File: config.mk
export PLATFORM = sky130hd
export DESIGN_NAME = uart_irq_ctrl
export DESIGN_NICKNAME = d
export VERILOG_FILES = /design/src/rtl/uart_irq_pkg.sv /design/src/rtl/uart_irq_lvl.sv /design/src/rtl/uart_irq_err.sv /design/src/rtl/uart_irq_stat.sv /design/src/rtl/uart_irq_ctrl.sv
export SDC_FILE = /design/constraint.sdc
export NUM_CORES = 1
export LEC_CHECK = 0
export ABC_CLOCK_PERIOD_IN_PS = 3910
export BUFFER_PORTS_ARGS = -buffer_cell sky130_fd_sc_hd__buf_2
export CELL_PAD_IN_SITES_DETAIL_PLACEMENT = 1
export CELL_PAD_IN_SITES_GLOBAL_PLACEMENT = 2
export CORE_MARGIN = 3
export CORE_UTILIZATION = 29
export DETAILED_ROUTE_END_ITERATION = 12
export PLACE_DENSITY = 0.77
export SKIP_CTS_REPAIR_TIMING = 1
export SYNTH_ARGS = -nofsm -noshare
export SYNTH_HDL_FRONTEND = slang
export SYNTH_HIERARCHICAL = 1
export SYNTH_SLANG_ARGS = --single-unit
File: constraint.sdc
create_clock -name clk -period 3.91 [get_ports clk]
set_input_delay 0.391 -clock clk [delete_from_list [all_inputs] [get_ports clk]]
set_output_delay 0.391 -clock clk [all_outputs]
set_load 0.01 [all_outputs]
File: src/rtl/uart_irq_pkg.sv
package uart_irq_pkg;
  localparam int NUM_SRC = 8;

  localparam int SRC_RXLVL = 0;
  localparam int SRC_TXLVL = 1;
  localparam int SRC_RTO   = 2;
  localparam int SRC_FRM   = 3;
  localparam int SRC_PAR   = 4;
  localparam int SRC_BRK   = 5;
  localparam int SRC_OVR   = 6;
  localparam int SRC_CTS   = 7;

  typedef enum logic [1:0] {
    SEL_LEVEL = 2'd0,
    SEL_MASK  = 2'd1,
    SEL_ICLR  = 2'd2,
    SEL_ECLR  = 2'd3
  } reg_sel_e;

  // threshold code -> number of eighths of the queue depth
  function automatic logic [2:0] code_to_eighths(input logic [2:0] code);
    case (code)
      3'd0:    return 3'd1;
      3'd1:    return 3'd2;
      3'd2:    return 3'd4;
      3'd3:    return 3'd6;
      3'd4:    return 3'd7;
      default: return 3'd4;
    endcase
  endfunction
endpackage

File: src/rtl/uart_irq_lvl.sv
module uart_irq_lvl
  import uart_irq_pkg::*;
#(
  parameter int DEPTH       = 32,
  parameter bit AT_OR_ABOVE = 1'b1,
  localparam int CNT_W      = $clog2(DEPTH + 1)
) (
  input  logic             clk,
  input  logic             rst_n,
  input  logic [CNT_W-1:0] count,
  input  logic [2:0]       code,
  output logic             evt
);
  localparam int TW = CNT_W + 3;

  logic [TW-1:0]    thr_x8;
  logic [CNT_W-1:0] thr;
  logic             cond;
  logic             cond_q;

  always_comb begin
    thr_x8 = TW'(DEPTH) * TW'(code_to_eighths(code));
    thr    = thr_x8[TW-1:3];
  end

  generate
    if (AT_OR_ABOVE) begin : g_fill
      assign cond = (count >= thr);
    end else begin : g_drain
      assign cond = (count <= thr);
    end
  endgenerate

  // the reset state is an empty queue: met for drain, not met for fill
  always_ff @(posedge clk or negedge rst_n) begin
    if (!rst_n) cond_q <= !AT_OR_ABOVE;
    else        cond_q <= cond;
  end

  assign evt = cond && !cond_q;
endmodule

File: src/rtl/uart_irq_err.sv
module uart_irq_err (
  input  logic       clk,
  input  logic       rst_n,
  input  logic       push,
  input  logic       full,
  input  logic       pop,
  input  logic [2:0] pop_err,
  input  logic       clr_all,
  output logic       ovr_evt,
  output logic [3:0] err_stat
);
  assign ovr_evt = push && full;

  always_ff @(posedge clk or negedge rst_n) begin
    if (!rst_n) begin
      err_stat <= '0;
    end else begin
      if (clr_all) err_stat      <= '0;
      if (pop)     err_stat[2:0] <= pop_err;
      if (ovr_evt) err_stat[3]   <= 1'b1;
    end
  end


  ovr_flag_chk: assert property (@(posedge clk) disable iff (!rst_n)
    (push && full) |=> err_stat[3]);


  err_clr_chk: assert property (@(posedge clk) disable iff (!rst_n)
    (clr_all && !pop && !(push && full)) |=> (err_stat == 4'b0));
endmodule

File: src/rtl/uart_irq_stat.sv
module uart_irq_stat #(
  parameter int N = 8
) (
  input  logic         clk,
  input  logic         rst_n,
  input  logic [N-1:0] set_vec,
  input  logic [N-1:0] clr_vec,
  input  logic         mask_we,
  input  logic [N-1:0] mask_wdata,
  output logic [N-1:0] raw,
  output logic [N-1:0] masked,
  output logic         irq
);
  logic [N-1:0] mask_q;

  always_ff @(posedge clk or negedge rst_n) begin
    if (!rst_n) begin
      raw    <= '0;
      mask_q <= '0;
    end else begin
      raw <= (raw & ~clr_vec) | set_vec;
      if (mask_we) mask_q <= mask_wdata;
    end
  end

  assign masked = raw & mask_q;
  assign irq    = |masked;


  int_clr_chk: assert property (@(posedge clk) disable iff (!rst_n)
    ((clr_vec & ~set_vec) != '0) |=> ((raw & $past(clr_vec & ~set_vec)) == '0));


  lvl_sticky_chk: assert property (@(posedge clk) disable iff (!rst_n)
    (raw[0] && !clr_vec[0]) |=> raw[0]);
endmodule

File: src/rtl/uart_irq_ctrl.sv
module uart_irq_ctrl
  import uart_irq_pkg::*;
#(
  parameter int DEPTH   = 32,
  localparam int CNT_W  = $clog2(DEPTH + 1)
) (
  input  logic               clk,
  input  logic               rst_n,
  input  logic [CNT_W-1:0]   rx_count,
  input  logic [CNT_W-1:0]   tx_count,
  input  logic               rx_push,
  input  logic [2:0]         rx_push_err,
  input  logic               rx_pop,
  input  logic [2:0]         rx_pop_err,
  input  logic               rto_evt,
  input  logic               cts_evt,
  input  logic               reg_we,
  input  logic [1:0]         reg_sel,
  input  logic [7:0]         reg_wdata,
  output logic [NUM_SRC-1:0] raw_stat,
  output logic [NUM_SRC-1:0] mask_stat,
  output logic               irq,
  output logic [3:0]         err_stat
);
  logic [5:0]         level_q;
  logic               rx_lvl_evt;
  logic               tx_lvl_evt;
  logic               ovr_evt;
  logic [NUM_SRC-1:0] set_vec;
  logic [NUM_SRC-1:0] clr_vec;
  logic               wr_level;
  logic               wr_mask;
  logic               wr_iclr;
  logic               wr_eclr;

  assign wr_level = reg_we && (reg_sel == SEL_LEVEL);
  assign wr_mask  = reg_we && (reg_sel == SEL_MASK);
  assign wr_iclr  = reg_we && (reg_sel == SEL_ICLR);
  assign wr_eclr  = reg_we && (reg_sel == SEL_ECLR);

  always_ff @(posedge clk or negedge rst_n) begin
    if (!rst_n)        level_q <= {3'd2, 3'd2};
    else if (wr_level) level_q <= reg_wdata[5:0];
  end

  uart_irq_lvl #(.DEPTH(DEPTH), .AT_OR_ABOVE(1'b1)) u_rx_lvl (
    .clk(clk), .rst_n(rst_n), .count(rx_count), .code(level_q[5:3]), .evt(rx_lvl_evt)
  );

  uart_irq_lvl #(.DEPTH(DEPTH), .AT_OR_ABOVE(1'b0)) u_tx_lvl (
    .clk(clk), .rst_n(rst_n), .count(tx_count), .code(level_q[2:0]), .evt(tx_lvl_evt)
  );

  uart_irq_err u_err (
    .clk(clk), .rst_n(rst_n), .push(rx_push), .full(rx_count == CNT_W'(DEPTH)),
    .pop(rx_pop), .pop_err(rx_pop_err), .clr_all(wr_eclr),
    .ovr_evt(ovr_evt), .err_stat(err_stat)
  );

  always_comb begin
    set_vec            = '0;
    set_vec[SRC_RXLVL] = rx_lvl_evt;
    set_vec[SRC_TXLVL] = tx_lvl_evt;
    set_vec[SRC_RTO]   = rto_evt;
    set_vec[SRC_FRM]   = rx_push && rx_push_err[0];
    set_vec[SRC_PAR]   = rx_push && rx_push_err[1];
    set_vec[SRC_BRK]   = rx_push && rx_push_err[2];
    set_vec[SRC_OVR]   = ovr_evt;
    set_vec[SRC_CTS]   = cts_evt;
    clr_vec            = wr_iclr ? reg_wdata[NUM_SRC-1:0] : '0;
  end

  uart_irq_stat #(.N(NUM_SRC)) u_stat (
    .clk(clk), .rst_n(rst_n), .set_vec(set_vec), .clr_vec(clr_vec),
    .mask_we(wr_mask), .mask_wdata(reg_wdata[NUM_SRC-1:0]),
    .raw(raw_stat), .masked(mask_stat), .irq(irq)
  );


  rx_lvl_rise_chk: assert property (@(posedge clk) disable iff (!rst_n)
    $rose(raw_stat[SRC_RXLVL]) |-> $past(rx_lvl_evt));
endmodule

**Word-level counts from Yosys, hierarchy flattened**

Cells that the tools add are included.

- Register bits: 28
- Bits of input ports: 35
- Logic and storage cells: 47

- $lt $le $gt $ge: 2
- Equal/unequal tests: 10
- Mux-type cells: 6
- Bitwise logic cells: 4
- Reductions and logical operators: 18

Operator list:

| cell | count |
|---|---|
| case mux 3 bit (4 select lines) | 2 |
| bitwise AND 8 bit | 2 |
| logical AND 1 bit | 10 |
| 2-to-1 mux 8 bit | 1 |
| inverter 8 bit | 1 |
| OR 8 bit | 1 |
| OR reduction 8 bit | 1 |
| == test 3 x 1 -> 1 bit (second input constant) | 2 |
| == test 3 x 2 -> 1 bit (second input constant) | 2 |
| == test 3 bit (second input constant) | 2 |
| == test 6 bit (second input constant) | 1 |
| greater-or-equal comparator 6 x 5 -> 1 bit | 1 |
| <= comparator 6 x 5 -> 1 bit | 1 |
| zero test 3 bit | 2 |
| == test 2 bit (second input constant) | 2 |
| 2-to-1 mux 4 bit | 1 |
| nonzero test 2 bit | 2 |
| 2-to-1 mux 3 bit | 1 |
| == test 2 x 1 -> 1 bit (second input constant) | 1 |
| zero test 1 bit | 2 |
| zero test 2 bit | 1 |
| 2-to-1 mux 1 bit | 1 |

**Depth between registers and ports, before layout**

Gate-level depths: netlist of the first run.

- Depth in word-level cells: 6
- Gate-level depth with buffers: 7
- Mapped depth without buffers: 7

**Cells and area by module**

Netlist of the first run, hierarchy kept.

Modules (own cells, without submodules):

| module | instances | cells each | area each (µm²) | sequential area each (µm²) |
|---|---|---|---|---|
| uart_irq_stat | 1 | 52 | 659.4 | 400.4 |
| uart_irq_ctrl | 1 | 30 | 347.8 | 152.6 |
| uart_irq_err | 1 | 11 | 150.1 | 100.1 |
| uart_irq_lvl at u_rx_lvl | 1 | 14 | 138.9 | 25.0 |
| uart_irq_lvl at u_tx_lvl | 1 | 14 | 130.1 | 26.3 |

**Least setup slack after synthesis of the first run**

Ideal clock, no wire load.

- Path type: flip-flop to output port
- Start: register u_stat.raw[1]
- End: output port irq
- Arrival time: 1.617 ns
- Required time: 3.519 ns
- Path slack: 1.902 ns
- Cell stages (with the launch flop): 4
- Cells stage by stage: dfrtp_1 and2_1 or4_1 or4_1

- Cells in the longest elaborated chain, start to end: 2

RTL lines:

| what | line | RTL |
|---|---|---|
| from (decl) | uart_irq_stat.sv:10 | `output logic [N-1:0] raw,` |
| from (signal assigned) | uart_irq_stat.sv:21 | `raw <= (raw & ~clr_vec) \| set_vec;` |
| bitwise AND 8 bit | uart_irq_stat.sv:26 | `assign masked = raw & mask_q;` |
| net mask_stat[1] | uart_irq_ctrl.sv:21 | `output logic [NUM_SRC-1:0] mask_stat,` |
| OR reduction 8 bit | uart_irq_stat.sv:27 | `assign irq = \|masked;` |
| to (decl) | uart_irq_ctrl.sv:22 | `output logic irq,` |

The timed path passes the listed nets, and every way through them passes these cells.

**Worst setup path after layout of the first run**

- Start: register u_stat.raw[1]
- End: output port irq

- Cells in the longest elaborated chain, start to end: 2

RTL lines:

| what | line |
|---|---|
| bitwise AND 8 bit | uart_irq_stat.sv:26 |
| OR reduction 8 bit | uart_irq_stat.sv:27 |

No other way between the ends.

==> metrics.md, run 1 <==
| Metric | Value |
|---|---|
| Status | finished, final reports clean |
| Total power | between 0.0008 and 0.0009 W |
| Mapped Cells | ~120 |
| Drt wl/cell | between 15 and 20 µm |
| Multi-input gate area in the final layout | roughly 680 µm² |
| GRT Util Overall | between 10% and 20% |
| 1st-iter DRT viols | 27 |
| Hpwl dp | 3.09 mm |
| Final WL | roughly 3.7 mm |
| Netlist cell types | 30 |
| P per Cell Area | 432 mW/mm² |
| P_sw | between 0.0002 and 0.00025 W |
| Most numerous cell in the Yosys netlist | dfrtp_1 |
| Max-cap violations | 0 |
| Data arrival, critical path | roughly 2000 ps |
| Area share of the largest cell type after synthesis | between 40% and 50% |
| CTS clock-pin slew for the worst setup and hold paths | around 100 ps |
| Via density per instance | ~4.6 |
| Buf/Inv on CP | 1 |
| Vias in the first global route | 1296 |
| H-tree depth | 1 |
| Residual DRC | 0 |
| Num CTS Buffers | 3 |
| Clock Skews | roughly 6.8 ps |
| Post-DRT Antenna Nets | 0 |
| TritonCTS clock tree | built |
| Worst skew pair latency | around 270 ps |
| First-pass GRT wire length | about 6.3 mm |
| Post-synth top flop | dfrtp_1 |
| Largest stage delay, worst path | 490 ps |
| WP data required | around 3500 ps |
| Core area | between 0.004 and 0.005 mm² |
| Net Count, Synth | 162 |
| Worst reg-to-reg path cell count | 7 |
| Setup-failing EPs final | 0 |
| Fin crit period | roughly 2400 ps |
| I/O Buffers | 55 |
| Synthesized cell area | approximately 0.0014 mm² |
| Largest net degree at the start of global routing | 29 |
| Number of I/O pins | 56 |
| EDFF count, synth | 0 |
| CP top delay family | simple AND/OR/NAND/NOR gates |
| Final Hold Viols | 0 |
| Min-delay worst type | input pin to async pin |
| #FFs+latches synth | 28 |
| NumNets Final | between 200 and 250 |
| Reg2reg setup slack | ~2000 ps |
| Static leakage | around 0.88 nW |
| RSZ-0062 raised after global routing | false |
| DRT Pass-1 Iters | 4 |
| RR Startpoint | level_q[0] |
| Synth warn | 6 |
| FFs w/ async S/R, synth | 100% |
| Most frequent cells after synthesis | dfrtp_1 (25), and2_1 (19), mux2_2 (14) |
| Via count | about 1100 |
| Critical path launch point | u_stat/raw[1] |
| Startpoint types | flip-flop |
| Cell chain of the critical path | and2_1, or4_1, or4_1, buf_2 |
| Die width | around 76 µm |
| Sequential fraction of the synthesis area | 49.4% |
| Storage cell area | approximately 700 µm² |
| Initial antenna violation count | 0 |
| Gpl congestion | around 0.77 |
| Area leader, netlist | dfrtp_1 |
| Max-slew violations | 0 |
| Clk root buf | clkbuf_8 |
| Clock share of power | between 20 and 30% |
| Worst-case clock buffer depth | 2 |
| Crit. path cell count | 4 |
| Avg Inst Size Synth | between 10 and 15 µm² |
| CTS sink count | 28 |
| Gate power share | 25.8% |
| Total grt overflow | 0 |
| Tcrit/Tclk final | 60.6% |
| Synth area leaders | dfrtp_1 (44%), mux2_2 (11%), and2_1 (8.3%) |
| Die H | about 76 µm |
| Die Area | 0.00580 mm² |
| Internal power | between 0.0005 and 0.0006 W |
| Switch share | between 20 and 30% |
| Fillcell total | between 500 and 600 |
| Rows | 24 |
| Layout area overhead | 29.7% |
| Crit-path slowest cell | or4_1 |
| Sum of negative setup slack | 0 ps |
| Slew @ Worst Pin | ~800 ps |
| F_max | about 420 MHz |
| RR Endpoint | u_stat/raw[1] |
| Cell mode on critical path | or4_1 |
| Crit Path Category | flip-flop to primary output |
| Share of layout cells above drive strength 1 | 48.6% |
| Rel. slew slack | a little under half |
| Reg power frac | 46.0% |
| N_diodes | 0 |
| Initial core utilization | 31.5% |
| Crit-path max FO | 3 |
| Critical Path End Type | primary output |
| VDD IR-drop max | between 100 and 150 µV |
==> layout make-up <==
| class | instances | area share (%) |
|---|---|---|
| flip-flops and latches | 28 | 38.1 |
| multi-input cells | 81 | 36.6 |
| repair buffers | 55 | 14.9 |
| well taps | 65 | 4.39 |
| clock buffers | 3 | 2.23 |
| inverters | 11 | 2.23 |
| clock inverters | 1 | 1.62 |
==> cell families (layout without fill, tap and decap cells) <==
group / after synthesis / in the layout / share of synthesized area, %
adder cells (fa/ha/maj): 6 / 6 / 5.26
AO/OA/AOI/OAI: 19 / 19 / 10.5
AND/OR/NAND/NOR: 40 / 40 / 19.2
buffers and inverters: 12 / 70 / 3.16
multiplexers: 16 / 16 / 12.5
flip-flops: 28 / 28 / 49.4
==> flip-flops by register name, summed over array words and instances (netlist names) <==
name             cells
u_stat/mask_q        8
u_err/err_stat       4
u_tx_lvl/cond_q      1
level_q              6
u_rx_lvl/cond_q      1
u_stat/raw           8
==> worst max-delay path by stage <==
stage	end
2_1_floorplan	irq
3_3_place_gp	irq
3_5_place_dp	irq
4_1_cts	irq
5_1_grt	irq
6_report	irq
==> placed cells by master (no fill, tap or decap), types with 2 or more instances in the layout <==
cell	synthesis	layout
ha_1	6	6
dfrtp_1	25	25
nor2_1	6	6
a22o_1	3	3
buf_2	0	55
a21oi_1	2	2
dfstp_2	3	3
mux2_2	14	14
and2_1	19	19
clkbuf_8	0	3
o21ai_0	2	2
or4_1	2	2
inv_1	11	11
nand2_1	2	2
mux2i_1	2	2
a21o_1	8	8
==> metal layers <==
layer  track usage (%)  vias to the layer above  wire length, µm
li1                  -                      535                -
met1              14.5                      552             1470
met2              25.6                       39             1910
met3              3.19                        7              225
met4              5.07                        0               79
met5                 0                        -                0
==> power by group through the flow <==
stage | clock, W | sequential, W | combinational [W]
floorplan | 0 | 0.000374 | 0.000118
global placement | 0 | 0.000371 | 0.000202
detailed placement | 0 | 0.000375 | 0.000212
CTS | 0.000236 | 0.000369 | 0.000213
global route | 0.000247 | 0.000377 | 0.000231
finish | 0.000226 | 0.000368 | 0.000206
==> stage by stage <==
step	hold WS, ps	cell area (µm²)	setup WS [ps]	instances	util, %
floorplan	95.4	1430	1900	121	-
global placement	439	1780	1870	240	39.2
detailed placement	448	1780	1840	240	39.2
CTS	131	1850	1520	244	40.8
global route	157	1850	1470	244	40.8
finish	111	1850	1540	244	40.8
No activity file was read; power rests on OpenSTA's default activity.
==> run 2, diff against run 1 <==
ABC_CLOCK_PERIOD_IN_PS = 2500   (was 3910)
clock period = 2.5 ns   (was 3.91 ns; I/O delays follow)
==> metrics.md, run 2 (synthesized netlist as in run 1, its figures left out) <==
| Metric | Value |
|---|---|
| Initial core utilization | 31.5% (unchanged) |
| TritonCTS clock tree | built |
| P per Cell Area | 641 mW/mm² (+48%) |
| Slew @ Worst Pin | 622 ps (-199 ps) |
| Clk root buf | clkbuf_8 |
| Sum of negative setup slack | 0 ps (unchanged) |
| Max-cap violations | 0 (unchanged) |
| Vias in the first global route | 1270 (-2.0%) |
| Residual DRC | 0 (unchanged) |
| Min-delay worst type | input pin to async pin |
| CTS sink count | 28 (unchanged) |
| Critical Path End Type | primary output |
| Fin area | 0.00184 mm² (-0.47%) |
| Via count | 1110 (-2.0%) |
| Startpoint types | flip-flop |
| Worst skew pair latency | 270 ps (about the same) |
| NumNets Final | 222 (+0.45%) |
| Commonest non-fill, non-tap cell in the layout | buf_2 |
| WP data required | 2250 ps (-1270 ps) |
| Commonest cells after routing, fill and taps aside | buf_2 (55), dfrtp_1 (25), and2_1 (19), mux2_2 (14), inv_1 (11) |
| H-tree depth | 1 (unchanged) |
| Placed cell area | 0.00179 mm² (+0.42%) |
| First-pass GRT wire length | 6.31 mm (+0.99%) |
| Core area | 0.00453 mm² (unchanged) |
| WHS | -23.1 ps (-134 ps) |
| Worst reg-to-reg path cell count | 7 (unchanged) |
| Fin crit period | around 2200 ps |
| Worst-case clock buffer depth | 2 (unchanged) |
| N_diodes | 0 (unchanged) |
| DRT Pass-1 Iters | 4 (unchanged) |
| Final Hold Viols | 25 (+25) |
| RSZ-0062 raised after global routing | false |
| Final WL | 3.71 mm (+0.57%) |
| Initial antenna violation count | 0 (unchanged) |
| Share of layout cells above drive strength 1 | 48.9% (+0.29 points) |
| I/O Buffers | 55 (unchanged) |
| Total grt overflow | 0 (unchanged) |
| Rel. slew slack | 58.6% (+13 points) |
| F_max | roughly 450 MHz |
| Failing checks | hold timing |
| Setup-failing EPs final | 0 (unchanged) |
| Post-DRT Antenna Nets | 0 (unchanged) |
| Static leakage | 0.876 nW (-0.19%) |
| Biggest regs | u_stat/mask_q (8), u_stat/raw (8), level_q (6) |
| Num CTS Buffers | 3 (unchanged) |
| 1st-iter DRT viols | 17 (-37%) |
| Crit-path max FO | 3 (unchanged) |
| Die H | 76.1 µm (unchanged) |
| Number of I/O pins | 56 (unchanged) |
| Tcrit/Tclk final | between 80% and 90% |
| Rows | 24 (unchanged) |
| Die Area | 0.00580 mm² (unchanged) |
| CTS clock-pin slew for the worst setup and hold paths | 90 ps (about the same) |
| GRT Util Overall | 13.5% (unchanged) |
| Layout area overhead | 29.1% |
| Via density per instance | 4.53 (-2.4%) |
| VDD IR-drop max | 369 µV (+190%) |
| Crit Path Category | flip-flop to primary output |
| Max-slew violations | 0 (unchanged) |
| Clock Skews | 1.97 ps (-4.80 ps) |
| Die width | 76.1 µm (unchanged) |
| Status | finished, violations left |
| Data arrival, critical path | 1990 ps (about the same) |
| Drt wl/cell | 15.2 µm (+0.16%) |
| Largest net degree at the start of global routing | 29 (unchanged) |
| Gpl congestion | 0.760 (-0.93%) |
| Hpwl dp | 3.08 mm (-0.36%) |
[run 2: cell count changes in the layout (fill, tap and decap cells not counted), sizes merged]
cell / before / now
buf: 55 / 56
bufinv: 1 / 0
clkbuf: 3 / 4
[run 2: per-stage QoR]
stage	total power (W)	utilization, %	setup slack, ps	hold WS (ps)	instances
2_1_floorplan	0.000769	-	633	-45.6	121
3_3_place_gp	0.000897	39.4	610	298	241
3_5_place_dp	0.000919	39.4	556	297	241
4_1_cts	0.00120	40.6	241	-7.73	245
5_1_grt	0.00126	40.6	188	22.8	245
6_report	0.00118	40.6	255	-23.1	245
[run 2: path summary, 6_finish.rpt]
kind,start,to,slack [ps]
min,rst_n,u_stat/mask_q[2],-20
max in group asynchronous,rst_n,u_err/err_stat[0],2120
min in group clk,tx_count[5],u_tx_lvl/cond_q,110
min reg2reg,u_err/err_stat[3],u_err/err_stat[3],500
max,u_stat/raw[1],irq,260
max reg2reg,level_q[0],u_stat/raw[1],630
[run 2: critical path, stage by stage, from the launching register on]
cell and delay, ps:
dfrtp_1 410, and2_1 180, or4_1 500, or4_1 480, buf_2 160
[run 2: routing by layer]
layer	global-route usage (%)	share of wire [%]	vias to the layer above
li1	-	-	541
met4	1.63	0.35	0
met5	0	0	-
met1	15.3	42	531
met2	25.7	52	36
met3	4.02	6.2	2
[run 2: cell type report]
cell class / count / area (µm²)
timing repair buffer: 56 / 283
multi-input combinational: 81 / 677
inverter: 11 / 41.3
sequential: 28 / 704
clock buffer: 4 / 55.1
tap: 65 / 81.3
fill: 518 / 2690
[run 2: where the power goes]
group	switching, W	total (W)	internal [W]
logic	0.000157	0.000325	0.000168
registers	0.0000441	0.000575	0.000531
clock network	0.000138	0.000279	0.000141
